===== config.mk =====
export PLATFORM = sky130hd
export DESIGN_NAME = mdio_frame_master
export DESIGN_NICKNAME = d
export VERILOG_FILES = /design/src/rtl/mdio_pkg.sv /design/src/rtl/mdio_clk_div.sv /design/src/rtl/mdio_frame_seq.sv /design/src/rtl/mdio_host_regs.sv /design/src/rtl/mdio_frame_master.sv
export SDC_FILE = /design/constraint.sdc
export NUM_CORES = 1
export LEC_CHECK = 0
export ABC_AREA = 1
export CAP_MARGIN = 20
export CORE_AREA = 2 2 113 115
export DETAILED_ROUTE_END_ITERATION = 7
export DIE_AREA = 0 0 115 117
export GPL_TIMING_DRIVEN = 1
export PLACE_DENSITY = 0.83
export SYNTH_ARGS = -nofsm -noshare
export SYNTH_HDL_FRONTEND = slang
export SYNTH_SLANG_ARGS = --single-unit

===== constraint.sdc =====
create_clock -name clk -period 4.5 [get_ports clk]
set_input_delay 1.35 -clock clk [delete_from_list [all_inputs] [get_ports clk]]
set_output_delay 1.35 -clock clk [all_outputs]
set_load 0.005 [all_outputs]

===== src/rtl/mdio_pkg.sv =====
package mdio_pkg;
   localparam int ADDR_W = 5;
   localparam int DATA_W = 16;
   localparam int REG_W  = 32;
   localparam int DIV_W  = 8;

   // control register field positions
   localparam int F_REG_LO = 0;
   localparam int F_PHY_LO = 5;
   localparam int F_OP_LO  = 10;
   localparam int F_ST_LO  = 12;
   localparam int F_GO     = 20;
   localparam int F_DIV_LO = 24;

   localparam logic [1:0] OP_READ = 2'b10;
   localparam logic [1:0] TA_DRIVE = 2'b10;
   localparam logic [1:0] TA_FLOAT = 2'b11;

   typedef struct packed {
      logic [1:0]        st;
      logic [1:0]        op;
      logic [ADDR_W-1:0] phy;
      logic [ADDR_W-1:0] regad;
      logic [DIV_W-1:0]  half;
   } mdio_cmd_t;

   typedef enum logic {S_IDLE = 1'b0, S_RUN = 1'b1} seq_state_t;
endpackage


===== src/rtl/mdio_clk_div.sv =====
module mdio_clk_div #(
   parameter int DIV_W    = 8,
   parameter int IDLE_LVL = 0
) (
   input  logic             clk,
   input  logic             rst_n,
   input  logic             run,
   input  logic [DIV_W-1:0] half,
   output logic             mdc,
   output logic             rise_tick,
   output logic             fall_tick
);
   logic [DIV_W-1:0] cnt;
   logic             ph;
   logic             wrap;

   assign wrap      = run && (cnt == half);
   assign rise_tick = wrap && !ph;
   assign fall_tick = wrap && ph;

   always_ff @(posedge clk) begin
      if (!rst_n) begin
         cnt <= '0;
         ph  <= 1'b0;
      end else if (!run) begin
         cnt <= '0;
         ph  <= 1'b0;
      end else if (wrap) begin
         cnt <= '0;
         ph  <= ~ph;
      end else begin
         cnt <= cnt + DIV_W'(1);
      end
   end

   generate
      if (IDLE_LVL == 0) begin : g_idle_low
         assign mdc = ph;
      end else begin : g_idle_high
         assign mdc = ph | ~run;
      end
   endgenerate

   // resting level of MDC outside a frame
   p_mdc_rest_r9: assert property (@(posedge clk) disable iff (!rst_n)
      !run |-> (mdc == 1'(IDLE_LVL)));
endmodule


===== src/rtl/mdio_frame_seq.sv =====
module mdio_frame_seq
   import mdio_pkg::*;
#(
   parameter int PRE_LEN = 32
) (
   input  logic              clk,
   input  logic              rst_n,
   input  logic              go,
   input  mdio_cmd_t         cmd,
   input  logic [DATA_W-1:0] wdata,
   input  logic              rise_tick,
   input  logic              fall_tick,
   input  logic              mdio_i,
   output logic              running,
   output logic [DIV_W-1:0]  half_q,
   output logic              mdio_o,
   output logic              mdio_oe,
   output logic              done,
   output logic              rd_done,
   output logic [DATA_W-1:0] rdata
);
   localparam int FRAME_LEN = PRE_LEN + 2 + 2 + 2*ADDR_W + 2 + DATA_W;
   localparam int BW        = $clog2(FRAME_LEN);
   localparam int RD_OFF_I  = PRE_LEN + 2 + 2 + 2*ADDR_W + 1;
   localparam int DSTART_I  = RD_OFF_I + 1;
   localparam logic [BW-1:0] LAST_IDX = BW'(FRAME_LEN - 1);
   localparam logic [BW-1:0] RD_OFF   = BW'(RD_OFF_I);
   localparam logic [BW-1:0] DSTART   = BW'(DSTART_I);

   seq_state_t            st;
   logic [FRAME_LEN-1:0]  shreg;
   logic [BW-1:0]         bidx;
   logic [1:0]            op_q;
   logic                  is_rd;
   logic                  start;
   logic [1:0]            ta;

   assign running = (st == S_RUN);
   assign is_rd   = (op_q == OP_READ);
   assign start   = (st == S_IDLE) && go;
   assign ta      = (cmd.op == OP_READ) ? TA_FLOAT : TA_DRIVE;
   assign done    = running && fall_tick && (bidx == LAST_IDX);
   assign rd_done = done && is_rd;
   assign mdio_o  = running ? shreg[FRAME_LEN-1] : 1'b0;
   assign mdio_oe = running && (!is_rd || (bidx < RD_OFF));

   always_ff @(posedge clk) begin
      if (!rst_n) begin
         st     <= S_IDLE;
         shreg  <= '0;
         bidx   <= '0;
         op_q   <= '0;
         half_q <= '0;
         rdata  <= '0;
      end else if (start) begin
         st     <= S_RUN;
         shreg  <= {{PRE_LEN{1'b1}}, cmd.st, cmd.op, cmd.phy, cmd.regad, ta, wdata};
         bidx   <= '0;
         op_q   <= cmd.op;
         half_q <= cmd.half;
         rdata  <= '0;
      end else if (running) begin
         if (rise_tick && is_rd && (bidx >= DSTART))
            rdata <= {rdata[DATA_W-2:0], mdio_i};
         if (fall_tick) begin
            if (bidx == LAST_IDX) begin
               st <= S_IDLE;
            end else begin
               shreg <= {shreg[FRAME_LEN-2:0], 1'b0};
               bidx  <= bidx + BW'(1);
            end
         end
      end
   end

   // output bit moves only on a falling MDC edge
   p_shift_on_fall_r7: assert property (@(posedge clk) disable iff (!rst_n)
      running && !fall_tick |=> $stable(mdio_o));
   // latched op and divider hold for the whole frame
   p_fields_latched_r6: assert property (@(posedge clk) disable iff (!rst_n)
      running && !done |=> ($stable(op_q) && $stable(half_q)));
   // line is released whenever a read frame reaches its data field
   p_release_r4: assert property (@(posedge clk) disable iff (!rst_n)
      rise_tick && running && is_rd && (bidx >= DSTART) |-> !mdio_oe);
endmodule


===== src/rtl/mdio_host_regs.sv =====
module mdio_host_regs
   import mdio_pkg::*;
(
   input  logic              clk,
   input  logic              rst_n,
   input  logic              host_wr,
   input  logic              host_wr_sel,
   input  logic [REG_W-1:0]  host_wdata,
   input  logic              host_rd_sel,
   output logic [REG_W-1:0]  host_rdata,
   input  logic              done,
   input  logic              rd_done,
   input  logic [DATA_W-1:0] rdata,
   output logic              go,
   output mdio_cmd_t         cmd,
   output logic [DATA_W-1:0] wdata
);
   logic [DATA_W-1:0] data_hi;
   logic [REG_W-1:0]  ctl_view;
   logic              unused_wbits;

   assign unused_wbits = ^{host_wdata[23:21], host_wdata[19:14], host_wdata[31:16]};

   always_ff @(posedge clk) begin
      if (!rst_n) begin
         go   <= 1'b0;
         cmd  <= '0;
      end else if (done) begin
         go   <= 1'b0;
      end else if (host_wr && !host_wr_sel && !go) begin
         go        <= host_wdata[F_GO];
         cmd.st    <= host_wdata[F_ST_LO  +: 2];
         cmd.op    <= host_wdata[F_OP_LO  +: 2];
         cmd.phy   <= host_wdata[F_PHY_LO +: ADDR_W];
         cmd.regad <= host_wdata[F_REG_LO +: ADDR_W];
         cmd.half  <= host_wdata[F_DIV_LO +: DIV_W];
      end
   end

   always_ff @(posedge clk) begin
      if (!rst_n) begin
         wdata   <= '0;
         data_hi <= '0;
      end else begin
         if (host_wr && host_wr_sel)
            wdata <= host_wdata[DATA_W-1:0];
         if (rd_done)
            data_hi <= rdata;
      end
   end

   always_comb begin
      ctl_view = '0;
      ctl_view[F_GO]               = go;
      ctl_view[F_ST_LO  +: 2]      = cmd.st;
      ctl_view[F_OP_LO  +: 2]      = cmd.op;
      ctl_view[F_PHY_LO +: ADDR_W] = cmd.phy;
      ctl_view[F_REG_LO +: ADDR_W] = cmd.regad;
      ctl_view[F_DIV_LO +: DIV_W]  = cmd.half;
   end

   assign host_rdata = host_rd_sel ? {data_hi, wdata} : ctl_view;

   // the launch bit drops right after the frame ends
   p_go_clear_r5: assert property (@(posedge clk) disable iff (!rst_n)
      done |=> !go);
   // upper data half moves only on a completed read frame
   p_hi_hold_r8: assert property (@(posedge clk) disable iff (!rst_n)
      !rd_done |=> $stable(data_hi));
   // control fields are frozen while a frame is pending or running
   p_cmd_locked_r6: assert property (@(posedge clk) disable iff (!rst_n)
      go && !done |=> $stable(cmd));
endmodule


===== src/rtl/mdio_frame_master.sv =====
module mdio_frame_master
   import mdio_pkg::*;
#(
   parameter int PRE_LEN  = 32,
   parameter int IDLE_LVL = 0
) (
   input  logic        clk,
   input  logic        rst_n,
   input  logic        host_wr,
   input  logic        host_wr_sel,
   input  logic [31:0] host_wdata,
   input  logic        host_rd_sel,
   output logic [31:0] host_rdata,
   output logic        mdc,
   output logic        mdio_o,
   output logic        mdio_oe,
   input  logic        mdio_i
);
   generate
      if (PRE_LEN < 1 || PRE_LEN > 64) begin : g_bad_pre
         $error("PRE_LEN must lie in 1..64");
      end
      if (IDLE_LVL != 0 && IDLE_LVL != 1) begin : g_bad_idle
         $error("IDLE_LVL must be 0 or 1");
      end
      if (2*DATA_W != REG_W) begin : g_bad_data
         $error("data register must hold two data words");
      end
   endgenerate

   logic              go;
   mdio_cmd_t         cmd;
   logic [DATA_W-1:0] wdata;
   logic [DATA_W-1:0] rdata;
   logic              running, done, rd_done;
   logic              rise_tick, fall_tick;
   logic [DIV_W-1:0]  half_q;

   mdio_host_regs u_regs (
      .clk         (clk),
      .rst_n       (rst_n),
      .host_wr     (host_wr),
      .host_wr_sel (host_wr_sel),
      .host_wdata  (host_wdata),
      .host_rd_sel (host_rd_sel),
      .host_rdata  (host_rdata),
      .done        (done),
      .rd_done     (rd_done),
      .rdata       (rdata),
      .go          (go),
      .cmd         (cmd),
      .wdata       (wdata)
   );

   mdio_frame_seq #(.PRE_LEN(PRE_LEN)) u_seq (
      .clk       (clk),
      .rst_n     (rst_n),
      .go        (go),
      .cmd       (cmd),
      .wdata     (wdata),
      .rise_tick (rise_tick),
      .fall_tick (fall_tick),
      .mdio_i    (mdio_i),
      .running   (running),
      .half_q    (half_q),
      .mdio_o    (mdio_o),
      .mdio_oe   (mdio_oe),
      .done      (done),
      .rd_done   (rd_done),
      .rdata     (rdata)
   );

   mdio_clk_div #(.DIV_W(DIV_W), .IDLE_LVL(IDLE_LVL)) u_div (
      .clk       (clk),
      .rst_n     (rst_n),
      .run       (running),
      .half      (half_q),
      .mdc       (mdc),
      .rise_tick (rise_tick),
      .fall_tick (fall_tick)
   );
endmodule


======== After elaboration in Yosys (flattened, before gate mapping) ========
Index checks and enable logic that the tools add are counted.
storage, ports and cells
  register bits ........................... 161
  bits in latches ......................... 0
  RAM bits ................................ 0
  ROM bits ................................ 0
  input port bits ......................... 38
  output and inout port bits .............. 35
  word-level logic and storage cells ...... 69
  memories ................................ 0
operators by class
  $add $sub $neg .......................... 2
  multipliers ............................. 0
  divide/modulo/power cells ............... 0
  $lt $le $gt $ge ......................... 2
  equal/unequal tests ..................... 5
  shift operators ......................... 0
  muxes and demuxes ....................... 11
  bitwise gates (word level) .............. 5
  reductions and logical operators ........ 28
operator list
  kind                                                    number
  two-way mux 64 bit                                      4
  two-way mux 32 bit                                      1
  logical AND 1 bit                                       13
  adder 8 x 1 -> 8 bit (second input constant)            1
  == test 8 bit                                           1
  adder 6 x 1 -> 6 bit (second input constant)            1
  == test 6 bit (second input constant)                   1
  >= comparator 6 bit (second input constant)             1
  < comparator 6 bit (second input constant)              1
  two-way mux 1 bit                                       6
  AND reduction 2 bit                                     3
  AND reduction 3 bit                                     2
  NOT 1 bit                                               5
  == test 2 bit (second input constant)                   2
  zero test 1 bit                                         4
  nonzero test 2 bit                                      2
  OR reduction 2 bit                                      2
  OR reduction 3 bit                                      1
  inequality test 2 x 1 -> 1 bit (second input constant)  1
  logical OR 1 bit                                        1

======== Logic depth before layout (Yosys ltp) ========
  depth in word-level cells ............... 7
  gate-level depth with buffers ........... 12
  mapped depth without buffers ............ 11

======== By module ========
From an unflattened synthesis, not the netlist that was laid out.
unflattened totals
  cell total of the unflattened synthesis .. 1015
  area total of the unflattened synthesis .. 7387.1 um2
modules (own cells, without submodules)
  module          times used  cells each  area each (um2)  seq. area each (um2)
  mdio_frame_seq  1           594         4287.9           1941.9
  mdio_host_regs  1           336         2522.4           1101.1
  mdio_clk_div    1           85          576.8            180.2

======== Worst setup path after synthesis ========
No wires, ideal clock.
  path type ............................... input-to-output
  from .................................... input port host_rd_sel
  to ...................................... output port host_rdata[12]
  arrival ................................. 2026 ps
  setup slack ............................. 1124 ps
  stages .................................. 4
  buffers on the path ..................... 2
  path through ............................ clkbuf_1 -> clkbuf_1 -> nand2_1 -> o21ai_0
between the ends
  longest elaborated chain between the ends .. 1
RTL lines
  what                line                     text
  start, declared     mdio_frame_master.sv:12  input logic host_rd_sel,
  two-way mux 32 bit  mdio_host_regs.sv:62     assign host_rdata = host_rd_sel ? {data_hi, wdata} : ctl_view;
  end, declared       mdio_frame_master.sv:13  output logic [31:0] host_rdata,
Every way passes these cells.

======== Worst setup path in the final report ========
  from .................................... input port host_rd_sel
  to ...................................... output port host_rdata[9]
The elaborated chain is that of the path after synthesis.

==> out/qor.yml <==
routing:
  final_antenna_net_count: 0
  routedWlPerCell_um: 12.26
  drc_errors: 0
  num_vias: 6630
  vias_per_cell: 5.008
  drt_wl_total_um: 16240
  detailedRoute.firstPassIterationCount: 5
  initialDrtViolationCount: 488
cells_and_area:
  nFillCells: 996
  area_delta_synth_final_pct: 17.43
  sequential_cell_area_um2: 3223
  combined_area_of_the_multi_input_logic_cells_um2: 3244
  num_antenna_cells: 0
  finalNetCount: 1202
  post_route_cells_drive_above_1_share_pct: 4.940
yosys:
  synth_cells: 1131
  synth_ff_type: "dfxtp_1"
  synth-warning-count: 0
  synth_top_cell_by_area: "dfxtp_1"
  synth_edf_count: 0
  synth.top_cells.by_area: "dfxtp_1 (44%), nand2_1 (15%), inv_1 (8.5%), nor2_1 (8.2%), o21ai_0 (6.9%)"
  synth-simple-area-share_pct: 30.86
  ys_seq_elements: 161
  yosys.cell_types.count: 27
  fraction_of_synthesized_area_in_multiplexers_pct: 0
  synth_area_um2: 7371
  syn_avg_cell_area_um2: 6.517
  compound_gate_portion_of_the_synthesized_area_pct: 11.70
  synth_adder_area_share_pct: 0.3395
  synth_nets: 1171
  combinational_family_with_the_most_area_after_synthesis: "simple AND/OR/NAND/NOR gates"
  async_flop_share_pct: 0
  synthXorXnorAreaFrac_pct: 0.8318
  netlist.area_leader.share_pct: 43.73
  synth_common_cells: "nand2_1 (300), inv_1 (166), nor2_1 (162), dfxtp_1 (161), o21ai_0 (101)"
  synth.yosys.seq_area_share_pct: 43.73
  most_frequent_cell_after_synthesis: "nand2_1"
sta:
  relSlewSlack_pct: 31.58
  hold-worst-slack_ns: 0.4558
  fin_crit_ns: 3.991
  maxSlewViolCount: 0
  finalSetupTns_ns: 0
  worstMarginPinSlew_ns: 1.025
  max_freq_mhz: 250.6
  final.setup_skew_ns: 0.007566
  count_of_endpoints_failing_hold_in_the_final_timing_report: 0
  rsz_0062_raised_after_global_routing: "false"
  setup_viol: 0
  share_of_the_clock_period_used_by_the_worst_path_after_layout_pct: 88.68
die:
  std_cell_rows: 41
  floorplan.initialDensity_pct: 59.87
  fp.coreArea_um2: 12310
  fp.dieArea_um2: 13460
  dieHeight_um: 117
  pin_count: 73
  die_width_um: 115
clock_network:
  tritoncts: "yes"
  cts_setup_buffers: 0
  clock_path_buffers: 2
  cts_inserted_buffers: 17
  cts.reportedPaths.clkPinSlew_ns: 0.06
  insertion_delay_ns: 0.43
  cts.root.buffer_cell: "clkbuf_16"
  cts_resized: 0
  clock_sink_count: 161
  cts.hold.buffers_added: 0
  cts-htree-levels: 4
pwr:
  power_density_nw_per_um2: 382.2
  total_power_mw: 3.308
  irDropWorstVdd_mv: 0.2951
  static-leakage-power_nw: 4.003
placed_design:
  place_congestion: 0.8313
  half_perimeter_wire_length_after_detailed_placement_um: 10050
  numPortBuffers: 65
grt:
  largest_net_degree_at_the_start_of_global_routing: 63
  globalRoute.totalOverflow: 0
  first_pass_grt_wire_length_um: 27230
  globalRouteTotalUtil_pct: 25.30
  antenna_found_initial: 0
  first_global_vias: 5952
min_path:
  min_path_type: "reg2reg"
critical_path:
  crit_chain: "buf_2, buf_12, nand2_1, o21ai_0, clkdlybuf4s50_1"
  cp_data_required_time_ns: 3.15
  worst_setup_path_start_kind: "input pin"
  slowest_cp_cell: "clkdlybuf4s50_1"
  critical-path-top-delay-family: "buffers and inverters"
  critPathArrivalTime_ns: 2.64
  number_of_buffers_and_inverters_on_the_critical_path: 3
  critical_path.max_stage_delay_ns: 0.54
  critical_path_class: "in2out"
  critPathCaptureType: "output port"
  path_max_fanout: 33
outcome:
  run_status: "finished clean"
job:
  cap_viol_max_count: 0
## per-layer routing
layer,routed length [um],GRT usage [%],up-vias
met3,808,6.025,19
met4,227,9.237,0
li1,-,-,3517
met5,0,0,-
met2,7576,42.43,143
met1,7625,32.00,2951
## path summary, 6_finish.rpt
| check | to | from | slack (ns) | depth (start not counted) |
|---|---|---|---|---|
| worst min register to register | u_seq.rdata[9] | u_seq.rdata[9] | 0.46 | 2 |
| worst min-delay path | u_seq.rdata[9] | u_seq.rdata[9] | 0.46 | 2 |
| worst max register to register | u_seq.shreg[26] | u_seq.running | 1.85 | 10 |
| worst max-delay path | host_rdata[9] | host_rd_sel | 0.51 | 5 |
## worst reg2reg max path: cells and delay by family, from the launching register on
family	cells	cell delay, ns
flip-flops	1	0.51
AND/OR/NAND/NOR	6	1.27
buffers and inverters	3	0.64
AO/OA/AOI/OAI	1	0.13
## cell families (layout without fill, tap and decap cells)
kind of cell / Yosys count / count (layout)
buf+inv: 237 / 280
compound gates: 170 / 170
xor+xnor: 7 / 7
simple gates: 554 / 554
flops: 161 / 161
fa+ha+maj: 2 / 2
## power breakdown
group	internal, mW	switching, mW
registers	1.49	0.0332
logic	0.129	0.169
clock network	0.932	0.559
## through the flow
stage	worst slack [ns]	area [um^2]	util, %	instances
floorplan	1.124	7371	-	1131
global placement	0.5302	8048	65.37	1293
detailed placement	0.5128	8048	65.37	1293
CTS	0.4943	8656	70.30	1324
global route	0.3919	8656	70.30	1324
finish	0.5092	8656	70.30	1324
## sequential cells by signal, indices dropped and copies added (netlist names)
name and cells:
u_regs.cmd 22, u_seq.running 1, u_seq.op_q 2, u_seq.half_q 8
u_seq.rdata 16, u_regs.go 1, u_seq.shreg 64, u_regs.wdata 16
u_regs.data_hi 16, u_div.mdc 1, u_seq.bidx 6, u_div.cnt 8
## area by class of cell
cell class / instances / area share [%]
repair buffers: 78 / 8.673
clock buffers: 19 / 5.117
clock inverters: 12 / 1.908
flip-flops and latches: 161 / 37.24
inverters: 171 / 7.415
multi-input cells: 733 / 37.48
well taps: 150 / 2.168
## cells in the final DEF (no fill, tap or decap), types with 17 or more instances in the layout
master           synthesis  final
o21ai_0                101    101
nand3b_1                20     20
nor2_1                 162    161
inv_1                  166    166
clkbuf_16                0     17
clkdlybuf4s50_1          0     63
nand2_1                300    300
dfxtp_1                161    161
nand3_1                 55     55
a21oi_1                 60     60
(Power assumes the default switching activity.)
